**src/rtl/cwl_pkg.sv**
```systemverilog
package cwl_pkg;
   typedef enum logic [1:0] {
      ST_IDLE  = 2'd0,
      ST_SHIFT = 2'd1,
      ST_GAP   = 2'd2,
      ST_LOAD  = 2'd3
   } cwl_state_e;

   // width of a counter that must hold values 0 .. n-1 (at least one bit)
   function automatic int unsigned cnt_width(input int unsigned n);
      return (n > 2) ? $clog2(n) : 1;
   endfunction
endpackage

```
**src/rtl/cwl_tick_gen.sv**
```systemverilog
module cwl_tick_gen #(
   parameter int unsigned HALF_DIV = 7
) (
   input  logic clk_i,
   input  logic rst_i,
   input  logic run_i,
   output logic tick_o
);
   localparam int unsigned CW = cwl_pkg::cnt_width(HALF_DIV);
   localparam logic [CW-1:0] LAST = CW'(HALF_DIV - 1);

   logic [CW-1:0] cnt_q;

   always_ff @(posedge clk_i) begin
      if (rst_i || !run_i)   cnt_q <= '0;
      else if (cnt_q == LAST) cnt_q <= '0;
      else                    cnt_q <= cnt_q + 1'b1;
   end

   assign tick_o = run_i && (cnt_q == LAST);

   // the half-period counter never leaves its range
   p_div_range_r2: assert property (@(posedge clk_i) disable iff (rst_i)
      cnt_q <= LAST);
endmodule

```
**src/rtl/cwl_sync.sv**
```systemverilog
module cwl_sync #(
   parameter int unsigned STAGES = 2
) (
   input  logic clk_i,
   input  logic rst_i,
   input  logic d_i,
   output logic q_o
);
   logic [STAGES-1:0] chain_q;

   generate
      for (genvar s = 0; s < STAGES; s++) begin : g_stage
         if (s == 0) begin : g_first
            always_ff @(posedge clk_i) begin
               if (rst_i) chain_q[0] <= 1'b0;
               else       chain_q[0] <= d_i;
            end
         end else begin : g_next
            always_ff @(posedge clk_i) begin
               if (rst_i) chain_q[s] <= 1'b0;
               else       chain_q[s] <= chain_q[s-1];
            end
         end
      end
   endgenerate

   assign q_o = chain_q[STAGES-1];
endmodule

```
**src/rtl/cwl_shift_engine.sv**
```systemverilog
module cwl_shift_engine
   import cwl_pkg::*;
#(
   parameter int unsigned WORD_W   = 24,
   parameter int unsigned BYTE_W   = 8,
   parameter int unsigned BYTE_GAP = 2,
   parameter int unsigned LE_HOLD  = 1
) (
   input  logic              clk_i,
   input  logic              rst_i,
   input  logic              tick_i,
   input  logic              req_valid_i,
   input  logic [WORD_W-1:0] req_word_i,
   output logic              req_ready_o,
   output logic              busy_o,
   output logic              ser_clk_o,
   output logic              ser_data_o,
   output logic              ser_load_o
);
   localparam int unsigned IW       = cnt_width(WORD_W);
   localparam logic [IW-1:0] LAST_BIT = IW'(WORD_W - 1);
   localparam int unsigned HOLD_T   = 2 * LE_HOLD;
   localparam int unsigned HW       = cnt_width(HOLD_T);
   localparam logic [HW-1:0] HOLD_LAST = HW'(HOLD_T - 1);

   cwl_state_e        state_q;
   logic [WORD_W-1:0] sreg_q;
   logic [IW-1:0]     bit_idx_q;
   logic [HW-1:0]     hold_q;
   logic              sclk_q, sdata_q, load_q;
   logic              byte_end, gap_last, accept;

   assign accept   = (state_q == ST_IDLE) && req_valid_i;
   assign byte_end = ((int'(bit_idx_q) % BYTE_W) == (BYTE_W - 1));

   generate
      if (BYTE_GAP > 0) begin : g_gap
         localparam int unsigned GW = cnt_width(BYTE_GAP);
         localparam logic [GW-1:0] GAP_LAST = GW'(BYTE_GAP - 1);
         logic [GW-1:0] gap_q;
         always_ff @(posedge clk_i) begin
            if (rst_i || state_q != ST_GAP) gap_q <= '0;
            else if (tick_i)                gap_q <= gap_q + 1'b1;
         end
         assign gap_last = (gap_q == GAP_LAST);
      end else begin : g_no_gap
         assign gap_last = 1'b1;
      end
   endgenerate

   always_ff @(posedge clk_i) begin
      if (rst_i) begin
         state_q   <= ST_IDLE;
         sreg_q    <= '0;
         bit_idx_q <= '0;
         hold_q    <= '0;
         sclk_q    <= 1'b0;
         sdata_q   <= 1'b0;
         load_q    <= 1'b0;
      end else begin
         case (state_q)
            ST_IDLE: begin
               if (accept) begin
                  sreg_q    <= req_word_i;
                  sdata_q   <= req_word_i[WORD_W-1];
                  bit_idx_q <= '0;
                  state_q   <= ST_SHIFT;
               end
            end
            ST_SHIFT: begin
               if (tick_i) begin
                  if (!sclk_q) begin
                     sclk_q <= 1'b1;
                  end else begin
                     sclk_q <= 1'b0;
                     if (bit_idx_q == LAST_BIT) begin
                        load_q  <= 1'b1;
                        hold_q  <= '0;
                        state_q <= ST_LOAD;
                     end else begin
                        bit_idx_q <= bit_idx_q + 1'b1;
                        sreg_q    <= {sreg_q[WORD_W-2:0], 1'b0};
                        sdata_q   <= sreg_q[WORD_W-2];
                        if (BYTE_GAP > 0 && byte_end) state_q <= ST_GAP;
                     end
                  end
               end
            end
            ST_GAP: begin
               if (tick_i && gap_last) state_q <= ST_SHIFT;
            end
            ST_LOAD: begin
               if (tick_i) begin
                  if (hold_q == HOLD_LAST) begin
                     load_q  <= 1'b0;
                     sdata_q <= 1'b0;
                     state_q <= ST_IDLE;
                  end else begin
                     hold_q <= hold_q + 1'b1;
                  end
               end
            end
            default: state_q <= ST_IDLE;
         endcase
      end
   end

   assign req_ready_o = (state_q == ST_IDLE);
   assign busy_o      = (state_q != ST_IDLE);
   assign ser_clk_o   = sclk_q;
   assign ser_data_o  = sdata_q;
   assign ser_load_o  = load_q;

   // data is held during the high phase of the serial clock
   p_data_hold_r3: assert property (@(posedge clk_i) disable iff (rst_i)
      (sclk_q && $past(sclk_q)) |-> $stable(sdata_q));

   // the strobe only rises once the final bit has been clocked
   p_commit_last_r4: assert property (@(posedge clk_i) disable iff (rst_i)
      $rose(load_q) |-> (bit_idx_q == LAST_BIT));

   // the serial clock stays low while the strobe is high
   p_load_clk_low_r4: assert property (@(posedge clk_i) disable iff (rst_i)
      load_q |-> !sclk_q);

   // no acceptance while the strobe is high
   p_busy_load_r6: assert property (@(posedge clk_i) disable iff (rst_i)
      load_q |-> !req_ready_o);

   // ready drops right after a word is taken
   p_ready_drop_r6: assert property (@(posedge clk_i) disable iff (rst_i)
      (req_valid_i && req_ready_o) |=> !req_ready_o);
endmodule

```
**src/rtl/cfg_word_loader.sv**
```systemverilog
module cfg_word_loader #(
   parameter longint unsigned SYS_CLK_HZ  = 250_000_000,
   parameter longint unsigned SCLK_MAX_HZ = 20_000_000,
   parameter int unsigned     HALF_DIV    = 7,
   parameter int unsigned     WORD_W      = 24,
   parameter int unsigned     BYTE_W      = 8,
   parameter int unsigned     BYTE_GAP    = 2,
   parameter int unsigned     LE_HOLD     = 1,
   parameter int unsigned     SYNC_STAGES = 2
) (
   input  logic              clk,
   input  logic              rst,
   input  logic              req_valid,
   output logic              req_ready,
   input  logic [WORD_W-1:0] req_word,
   input  logic              pwr_up,
   input  logic              lock_in,
   output logic              ser_clk,
   output logic              ser_data,
   output logic              ser_load,
   output logic              chip_en,
   output logic              lock_status
);
   localparam longint unsigned SCLK_HZ = SYS_CLK_HZ / (2 * HALF_DIV);

   generate
      if (HALF_DIV < 2) begin : g_bad_div
         $error("HALF_DIV must be at least 2");
      end
      if (SCLK_HZ > SCLK_MAX_HZ) begin : g_bad_rate
         $error("serial clock rate exceeds SCLK_MAX_HZ");
      end
      if (BYTE_W < 2 || (WORD_W % BYTE_W) != 0) begin : g_bad_byte
         $error("WORD_W must be a multiple of BYTE_W");
      end
      if (LE_HOLD < 1) begin : g_bad_hold
         $error("LE_HOLD must be at least 1");
      end
      if (SYNC_STAGES < 2) begin : g_bad_sync
         $error("SYNC_STAGES must be at least 2");
      end
   endgenerate

   logic tick, busy, lock_sync, lock_q, chip_q;

   cwl_tick_gen #(.HALF_DIV(HALF_DIV)) u_tick (
      .clk_i (clk),
      .rst_i (rst),
      .run_i (busy),
      .tick_o(tick)
   );

   cwl_shift_engine #(
      .WORD_W  (WORD_W),
      .BYTE_W  (BYTE_W),
      .BYTE_GAP(BYTE_GAP),
      .LE_HOLD (LE_HOLD)
   ) u_engine (
      .clk_i      (clk),
      .rst_i      (rst),
      .tick_i     (tick),
      .req_valid_i(req_valid),
      .req_word_i (req_word),
      .req_ready_o(req_ready),
      .busy_o     (busy),
      .ser_clk_o  (ser_clk),
      .ser_data_o (ser_data),
      .ser_load_o (ser_load)
   );

   cwl_sync #(.STAGES(SYNC_STAGES)) u_lock_sync (
      .clk_i(clk),
      .rst_i(rst),
      .d_i  (lock_in),
      .q_o  (lock_sync)
   );

   always_ff @(posedge clk) begin
      if (rst) begin
         lock_q <= 1'b0;
         chip_q <= 1'b0;
      end else begin
         lock_q <= lock_sync;
         chip_q <= pwr_up;
      end
   end

   assign lock_status = lock_q;
   assign chip_en     = chip_q;

   // chip enable tracks the power request one edge later
   p_chip_follow_r8: assert property (@(posedge clk) disable iff (rst)
      !$past(rst) |-> (chip_en == $past(pwr_up)));
endmodule

```
**config.mk**
```make
export PLATFORM = sky130hd
export DESIGN_NAME = cfg_word_loader
export DESIGN_NICKNAME = d
export VERILOG_FILES = /design/src/rtl/cwl_pkg.sv /design/src/rtl/cwl_tick_gen.sv /design/src/rtl/cwl_sync.sv /design/src/rtl/cwl_shift_engine.sv /design/src/rtl/cfg_word_loader.sv
export SDC_FILE = /design/constraint.sdc
export NUM_CORES = 1
export LEC_CHECK = 0
export BUFFER_PORTS_ARGS = -buffer_cell sky130_fd_sc_hd__buf_2
export CAP_MARGIN = 30
export CORE_ASPECT_RATIO = 0.5
export CORE_MARGIN = 1.5
export CORE_UTILIZATION = 50
export CTS_CLUSTER_SIZE = 14
export DETAILED_ROUTE_END_ITERATION = 7
export PLACE_DENSITY = 0.7
export SYNTH_ARGS = -nofsm -noshare
export SYNTH_HDL_FRONTEND = slang
export SYNTH_SLANG_ARGS = --single-unit
```
**constraint.sdc**
```tcl
create_clock -name clk -period 3.62 [get_ports clk]
set_clock_uncertainty 0.15 [all_clocks]
set_input_delay 0.543 -clock clk [delete_from_list [all_inputs] [get_ports clk]]
set_output_delay 0.543 -clock clk [all_outputs]
set_load 0.005 [all_outputs]
```
==> results of run 1 <==
-- synth_stat cells --
library cell	instances
a211oi_1	1
mux2i_1	25
a21oi_1	34
nor2_1	9
buf_1	1
o31ai_1	1
dfxtp_1	42
o21a_1	1
xor2_1	1
o21ai_4	1
o311a_1	1
nor3_1	3
o211ai_1	1
inv_1	5
and3_1	1
or3_1	1
ha_1	4
nand2_1	11
nor4_1	2
and4b_1	1
nand2b_1	3
a21o_1	1
a31oi_1	2
nor2b_1	4
a211o_1	1
a22oi_1	1
nand3_1	5
a311oi_2	18
clkbuf_1	8
buf_2	8
buf_6	3
o21ai_0	7
nand4_4	1
a311oi_1	4
and2_1	1
-- critical path: cells and delay by family (launching register included) --
family,cells,cell delay (ns)
buf+inv,1,0.45
simple gates,1,0.25
compound gates,3,0.64
flops,1,0.67
-- cells in the final DEF (no fill, tap or decap), drive strengths merged --
cell,Yosys,final
dfxtp,42,42
buf,12,39
a21oi,34,34
mux2i,25,25
a311oi,22,22
nand2,11,11
nor2,9,9
clkbuf,8,8
o21ai,8,8
inv,5,5
nand3,5,5
nor2b,4,4
ha,4,4
nand2b,3,3
nor3,3,3
a31oi,2,2
nor4,2,2
nand4,1,1
and4b,1,1
o21a,1,1
and2,1,1
o31ai,1,1
a211oi,1,1
and3,1,1
a211o,1,1
o211ai,1,1
a22oi,1,1
or3,1,1
o311a,1,1
a21o,1,1
xor2,1,1
-- per-layer routing --
layer	wire length, um	up-vias
li1	-	852
met5	0	-
met4	28	0
met1	2090	809
met3	168	3
met2	1960	28
-- area by class of cell --
| cell class | instances | area (um2) | share of cell area [%] |
|---|---|---|---|
| clock buffer | 8 | 110 | 4.59 |
| inverter | 5 | 18.8 | 0.782 |
| multi-input combinational | 146 | 1130 | 47.2 |
| sequential | 42 | 842 | 35.1 |
| tap | 54 | 67.6 | 2.82 |
| timing repair buffer | 39 | 228 | 9.49 |
-- cells by family after synthesis --
group | synth area share, %
muxes | 11.9
adders and majority gates | 2.38
AOI/OAI and AO/OA | 28.7
xor gates and xnor gates | 0.417
DFF | 40.0
and+or+nand+nor | 10.5
buffers and inverters | 6.02
-- stage by stage --
step | utilization [%] | worst slack [ns] | instances | power (mW) | instance area (um2)
2_1_floorplan | - | 1.88 | 213 | 0.610 | 2100
3_3_place_gp | 57.1 | 1.33 | 285 | 0.637 | 2260
3_5_place_dp | 57.8 | 1.39 | 286 | 0.642 | 2290
4_1_cts | 60.5 | 1.35 | 294 | 0.991 | 2400
5_1_grt | 60.5 | 1.20 | 294 | 1.03 | 2400
6_report | 60.5 | 1.34 | 294 | 0.986 | 2400
-- worst max path at each step --
stage / from / to / depth (start not counted)
global placement: u_engine.state_q[1]$_SDFFE_PP0P_ / u_engine.sreg_q[10]$_SDFFE_PP0P_ / 4
detailed placement: u_engine.state_q[0]$_SDFFE_PP0P_ / u_engine.sreg_q[18]$_SDFFE_PP0P_ / 5
finish: u_engine.state_q[0]$_SDFFE_PP0P_ / u_engine.sreg_q[18]$_SDFFE_PP0P_ / 5
CTS: u_engine.state_q[0]$_SDFFE_PP0P_ / u_engine.sreg_q[18]$_SDFFE_PP0P_ / 5
floorplan: u_tick.cnt_q[0]$_SDFF_PP0_ / u_engine.sreg_q[17]$_SDFFE_PP0P_ / 6
global route: u_engine.state_q[0]$_SDFFE_PP0P_ / u_engine.sreg_q[18]$_SDFFE_PP0P_ / 5
-- registers in the layout, indices dropped and copies added (netlist names) --
| name | count |
|---|---|
| u_engine.ser_load_o | 1 |
| u_lock_sync.q_o | 1 |
| u_engine.ser_clk_o | 1 |
| u_engine.ser_data_o | 1 |
| u_engine.hold_q | 1 |
| u_engine.sreg_q | 23 |
| u_lock_sync.chain_q | 1 |
| u_engine.bit_idx_q | 5 |
| u_engine.g_gap.gap_q | 1 |
| u_engine.state_q | 2 |
| chip_en | 1 |
| lock_status | 1 |
| u_tick.cnt_q | 3 |
-- power breakdown --
group	switching [mW]	internal, mW
Combinational	0.0643	0.0612
Clock	0.162	0.193
Sequential	0.0185	0.487
Total	0.245	0.741
==> flow_summary.ini, run 1 <==
[final_layout]
final_nets = 272
share_of_layout_cells_above_drive_strength_1_pct = 28.3
syn2layout_area_growth_pct = 14.2
layout.filler_cells = 337
antenna-diode-count = 0

[clocking]
clock_path_buffers = 2
cts_tree = done
total_setup_buffers_inserted_after_cts = 0
cts-root-buf = clkbuf_8
number_of_gates_resized_after_cts = 0
cts_buffers = 5
clk-insertion-delay-late_ns = 0.30
cts_hold_fix_bufs = 0
clock-sinks = 42
clk_pin_slew_worst_paths_ns = 0.08
cts-htree-levels = 2

[drt]
drt_pre_antenna_iters = 4
drt-vias-per-instance = 5.76
total_wirelength_of_the_detailed_routed_design_um = 4250
vias = 1692
postRouteAntennaNets = 0
drt_first_iter_violations = 69
routed_wire_length_per_instance_um = 14.4
drt_drc_violations_left = 0

[critical_path]
timing.reg2reg.setup_slack_ns = 1.34
critical_path.endpoint_type = flop
crit_path_max_fanout = 44
worstSetupStartpointType = flop
cp_cell_sequence = nand4_4 -> o21ai_4 -> buf_4 -> a21oi_1 -> a311oi_2
r2r-end = u_engine.sreg_q[18]$_SDFFE_PP0P_
worst_r2r_path_depth = 5
cpPeakStageDelay_ns = 0.67
cp_data_required_time_ns = 3.67
r2r-start = u_engine.state_q[0]$_SDFFE_PP0P_
cp.arrival_ns = 2.34
critPathSlowestCell = dfxtp_2
path_class = flop to flop

[place]
io_buffer_count = 34
hpwl_um = 2820
routabilityCongestion = 0.754

[logic_synthesis]
synth_largest_type_area_fraction_pct = 40.0
synth_area_leaders = dfxtp_1 (40%), a311oi_2 (13%), mux2i_1 (12%)
post_synth_inst_count = 213
synth_cell_type_count = 35
yosysTopAreaCell = dfxtp_1
synth-seq-area-share_pct = 40.0
netlist_area_um2 = 2100
syn-mean-instance-area_um2 = 9.86
syn_nets = 246
synth_seq_cells = 42
synthesis.yosys.warnings = 0

[global_routing]
met2_usage_pct = 31.8
global_route.usage.met3_pct = 5.92
grt_max_degree = 45
grt.total_usage_pct = 19.8
grt_pass1_wl_um = 7160
globalRoute.busiestLayer = met2
antenna_violations_before_repair = 0
grt_remaining_overflow = 0
via_count_of_the_first_global_routing_pass = 1538
globalRouteMet1Util_pct = 26.3

[timing]
period_needed_ns = 2.28
report.final.setup_viol = 0
fin_setup_tns_ns = 0
final-max-slew-violation-count = 0
slew-limit-headroom_pct = 61.1
fin_crit_sh_pct = 63.1
timing_hold_violations_final = 0
grt_setup_unrepaired = false
finalHoldWorstSlack_ns = 0.294
maxClockFrequency_ghz = 0.438
worst-slew-pin-transition_ns = 0.582

[floorplanning]
i_o_pin_count = 35
die_height_um = 48.8
die_w_um = 94.7
floorplan.initialDensity_pct = 53.0
die-area_um2 = 4620
floorplan.core_area_um2 = 3960
std_cell_rows = 16

[min_path]
hold_start = pwr_up
worstHoldPathType = primary input to flop
timing.hold.worst_endpoint = chip_en$_SDFF_PP0_
worst_hold_path.num_cells = 2

[flow_run]
max_cap_violations = 0

[power_and_ir_drop]
vdd_drop_max_uv = 162
cellLeakagePower_nw = 0.922
cellPowerDensity_nw_per_um2 = 411

[outcome]
outcome = complete, no violations
Note: power is estimated with default switching activity, not from simulation.
==> run 2: changes to the inputs <==
--- a/config.mk
+++ b/config.mk
@@ -5,6 +5,7 @@
 export SDC_FILE = /design/constraint.sdc
 export NUM_CORES = 1
 export LEC_CHECK = 0
+export ABC_AREA = 1
 export BUFFER_PORTS_ARGS = -buffer_cell sky130_fd_sc_hd__buf_2
 export CAP_MARGIN = 30
 export CORE_ASPECT_RATIO = 0.5
@@ -12,7 +13,7 @@
 export CORE_UTILIZATION = 50
 export CTS_CLUSTER_SIZE = 14
 export DETAILED_ROUTE_END_ITERATION = 7
-export PLACE_DENSITY = 0.7
+export PLACE_DENSITY = 0.73
 export SYNTH_ARGS = -nofsm -noshare
 export SYNTH_HDL_FRONTEND = slang
 export SYNTH_SLANG_ARGS = --single-unit
==> constraint.sdc (replaced) <==
create_clock -name clk -period 1.9 [get_ports clk]
set_clock_uncertainty 0.15 [all_clocks]
set_input_delay 0.285 -clock clk [delete_from_list [all_inputs] [get_ports clk]]
set_output_delay 0.285 -clock clk [all_outputs]
set_load 0.005 [all_outputs]
==> run 2 against run 1 <==
Global-route usage fell by 1.1 points. Flip-flop and latch count did not move. Critical path depth increased by 4. Via count rose by 16%. Wire length increased by 2.5%. Largest cell class unchanged. Maximum frequency grew 33%. Combinational power grew to 14 times the previous value. Worst hold slack got worse by 0.25 ns. Clock-buffer cell count fell by 2. Final cell count up 44%.
==> flow_summary.ini, run 2 <==
[final_layout]
largest_register = u_engine.sreg_q
multi_input_area_um2 = 1080
syn2layout_area_growth_pct = 12.5
layout_common_cells = nand2_1 (95), nor2_1 (67), inv_1 (43)
final_nets = 402
share_of_layout_cells_above_drive_strength_1_pct = 17.6
final-seq-area_um2 = 841
antenna-diode-count = 0
final_core_utilization_pct = 61.3
postLayoutCellArea_um2 = 2500
largest_register_ff_count = 23
layout.filler_cells = 386
reg_top3 = u_engine.sreg_q x23, u_engine.bit_idx_q x5, u_tick.cnt_q x3
layoutNonFillerInstCount = 424
layout.cells.most_common = nand2_1

[drt]
drt-vias-per-instance = 4.64
drt_first_iter_violations = 90
vias = 1966
total_wirelength_of_the_detailed_routed_design_um = 4350
postRouteAntennaNets = 0
drt_drc_violations_left = 0
routed_wire_length_per_instance_um = 10.3
drt_pre_antenna_iters = 4

[critical_path]
path_class = flop to flop
crit_start = u_engine.bit_idx_q[0]$_SDFFE_PP0P_
cp_cell_sequence = ha_1 -> nand2_1 -> inv_1 -> nand3_2 -> nand4_4 -> buf_12 -> nand2_1 -> nand2_1 -> nor2_1
worst_r2r_path_depth = 9
worstSetupStartpointType = flop
cp_data_required_time_ns = 1.95
cp.arrival_ns = 1.77
cpPeakStageDelay_ns = 0.43
crit_path_max_fanout = 50
critPathSlowestCell = dfxtp_1
r2r-start = u_engine.bit_idx_q[0]$_SDFFE_PP0P_
cpMostUsedCell = nand2_1
critical_path.endpoint_type = flop

[min_path]
worst_hold_path.num_cells = 3
worstHoldPathType = primary input to flop
hold_start = lock_in

[place]
hpwl_um = 3030
pre_cts_ws_ns = 0.203
routabilityCongestion = 0.875
total_placed_cells_including_tap_cells = 416
io_buffer_count = 34
placedInstanceArea_um2 = 2390

[timing]
final.setup.worst_slack_ns = 0.178
grt_setup_unrepaired = false
maxClockFrequency_ghz = 0.581
slew-limit-headroom_pct = 79.0
period_needed_ns = 1.72
report.final.setup_viol = 0
final-max-slew-violation-count = 0
timing_hold_violations_final = 0
finalHoldWorstSlack_ns = 0.0455
worst-slew-pin-transition_ns = 0.315
fin_crit_sh_pct = 90.7
fin_setup_tns_ns = 0

[logic_synthesis]
synth_largest_type_area_fraction_pct = 37.8
post_synth_inst_count = 338
syn_nets = 371
synth_cell_type_count = 25
syn-mean-instance-area_um2 = 6.58
yosysTopAreaCell = dfxtp_1
synth_seq_cells = 42
synthesis.yosys.warnings = 0
yosys.area_share.adder_pct = 2.25
yosys.area_share.xor_xnor_pct = 0.394
edff_count_synth = 0
asyncSetResetFlopFracSynth_pct = 0
synth_top_family_by_area = simple AND/OR/NAND/NOR gates
synth-seq-area-share_pct = 37.8
yosys.cell_count.top_type = nand2_1
fraction_of_synthesized_area_in_multiplexers_pct = 0
synth_common_cells = nand2_1 (95), nor2_1 (67), inv_1 (43), dfxtp_1 (42), o21ai_0 (26)
synth_compound_area_share_pct = 9.45
synth_simple_gate_area_share_pct = 36.3
netlist_area_um2 = 2220
prevailing_post_synth_register_cell = dfxtp_1
synth_area_leaders = dfxtp_1 (38%), nand2_1 (16%), nor2_1 (11%)

[clocking]
clk-insertion-delay-late_ns = 0.30
clock-sinks = 42
cts-htree-levels = 2
cts_buffers = 5
clk_pin_slew_worst_paths_ns = 0.08
cts_hold_fix_bufs = 0
cts-root-buf = clkbuf_8
clock_path_buffers = 2
total_setup_buffers_inserted_after_cts = 0
number_of_gates_resized_after_cts = 0
cts_tree = done

[global_routing]
grt_max_degree = 51
grt_pass1_wl_um = 7420
via_count_of_the_first_global_routing_pass = 1805
antenna_violations_before_repair = 0
grt.total_usage_pct = 18.8
grt_remaining_overflow = 0

[power_and_ir_drop]
vdd_drop_max_uv = 926
cellLeakagePower_nw = 1.27
cellPowerDensity_nw_per_um2 = 1460
power_mw = 3.66

[floorplanning]
i_o_pin_count = 35
die-area_um2 = 4880
floorplan.core_area_um2 = 4080
floorplan.initialDensity_pct = 54.4
die_w_um = 97.3
die_height_um = 50.2
std_cell_rows = 16

[flow_run]
max_cap_violations = 0

[outcome]
outcome = complete, no violations
[run 2: cell types whose count changed in the layout (fill, tap and decap cells not counted), sizes merged, moves of 22 or more]
cell    delta
mux2i     -25
nor2      +62
a21oi     -24
inv       +41
nand2     +90
a311oi    -22
[run 2: area by class of cell]
type                    count  area share (%)
multi-input cells         235            43.0
flip-flops and latches     42            33.6
repair buffers             39            9.30
inverters                  46            7.00
clock buffers               6            2.90
well taps                  54            2.70
clock inverters             2            1.50
[run 2: logic make-up after synthesis]
group | Yosys count
xor gates and xnor gates | 1
AOI/OAI and AO/OA | 38
adders and majority gates | 4
DFF | 42
buffers and inverters | 61
and+or+nand+nor | 192
[run 2: metal layers]
| metal | GRT usage, % | share of wire (%) | routed length [um] | vias to the layer above |
|---|---|---|---|---|
| met5 | 0 | 0 | 0 | - |
| met4 | 5.00 | 0.69 | 30 | 0 |
| met3 | 6.13 | 4.9 | 215 | 4 |
| met2 | 31.5 | 45 | 1970 | 44 |
| met1 | 23.6 | 49 | 2140 | 837 |
| li1 | - | - | - | 1081 |
[run 2: power by group]
| group | switching, mW | leakage, nW | internal (mW) |
|---|---|---|---|
| combinational | 1.09 | 0.877 | 0.608 |
| sequential | 0.130 | 0.346 | 1.13 |
| clock | 0.308 | 0.0514 | 0.392 |
| total | 1.53 | 1.27 | 2.13 |
[run 2: worst max-delay path, delay by kind of cell (launching register included)]
family                   cells  cell delay [ns]
AND/OR/NAND/NOR              6             0.46
buffers and inverters        2             0.35
adder cells (fa/ha/maj)      1             0.21
flip-flops                   1             0.43
[run 2: final timing paths]
path | endpoint | slack (ns)
max | u_engine.sreg_q[18]$_SDFFE_PP0P_ | 0.18
min | u_lock_sync.chain_q[0]$_SDFF_PP0_ | 0.05
max reg2reg | u_engine.sreg_q[18]$_SDFFE_PP0P_ | 0.18
min reg2reg | lock_status$_SDFF_PP0_ | 0.26
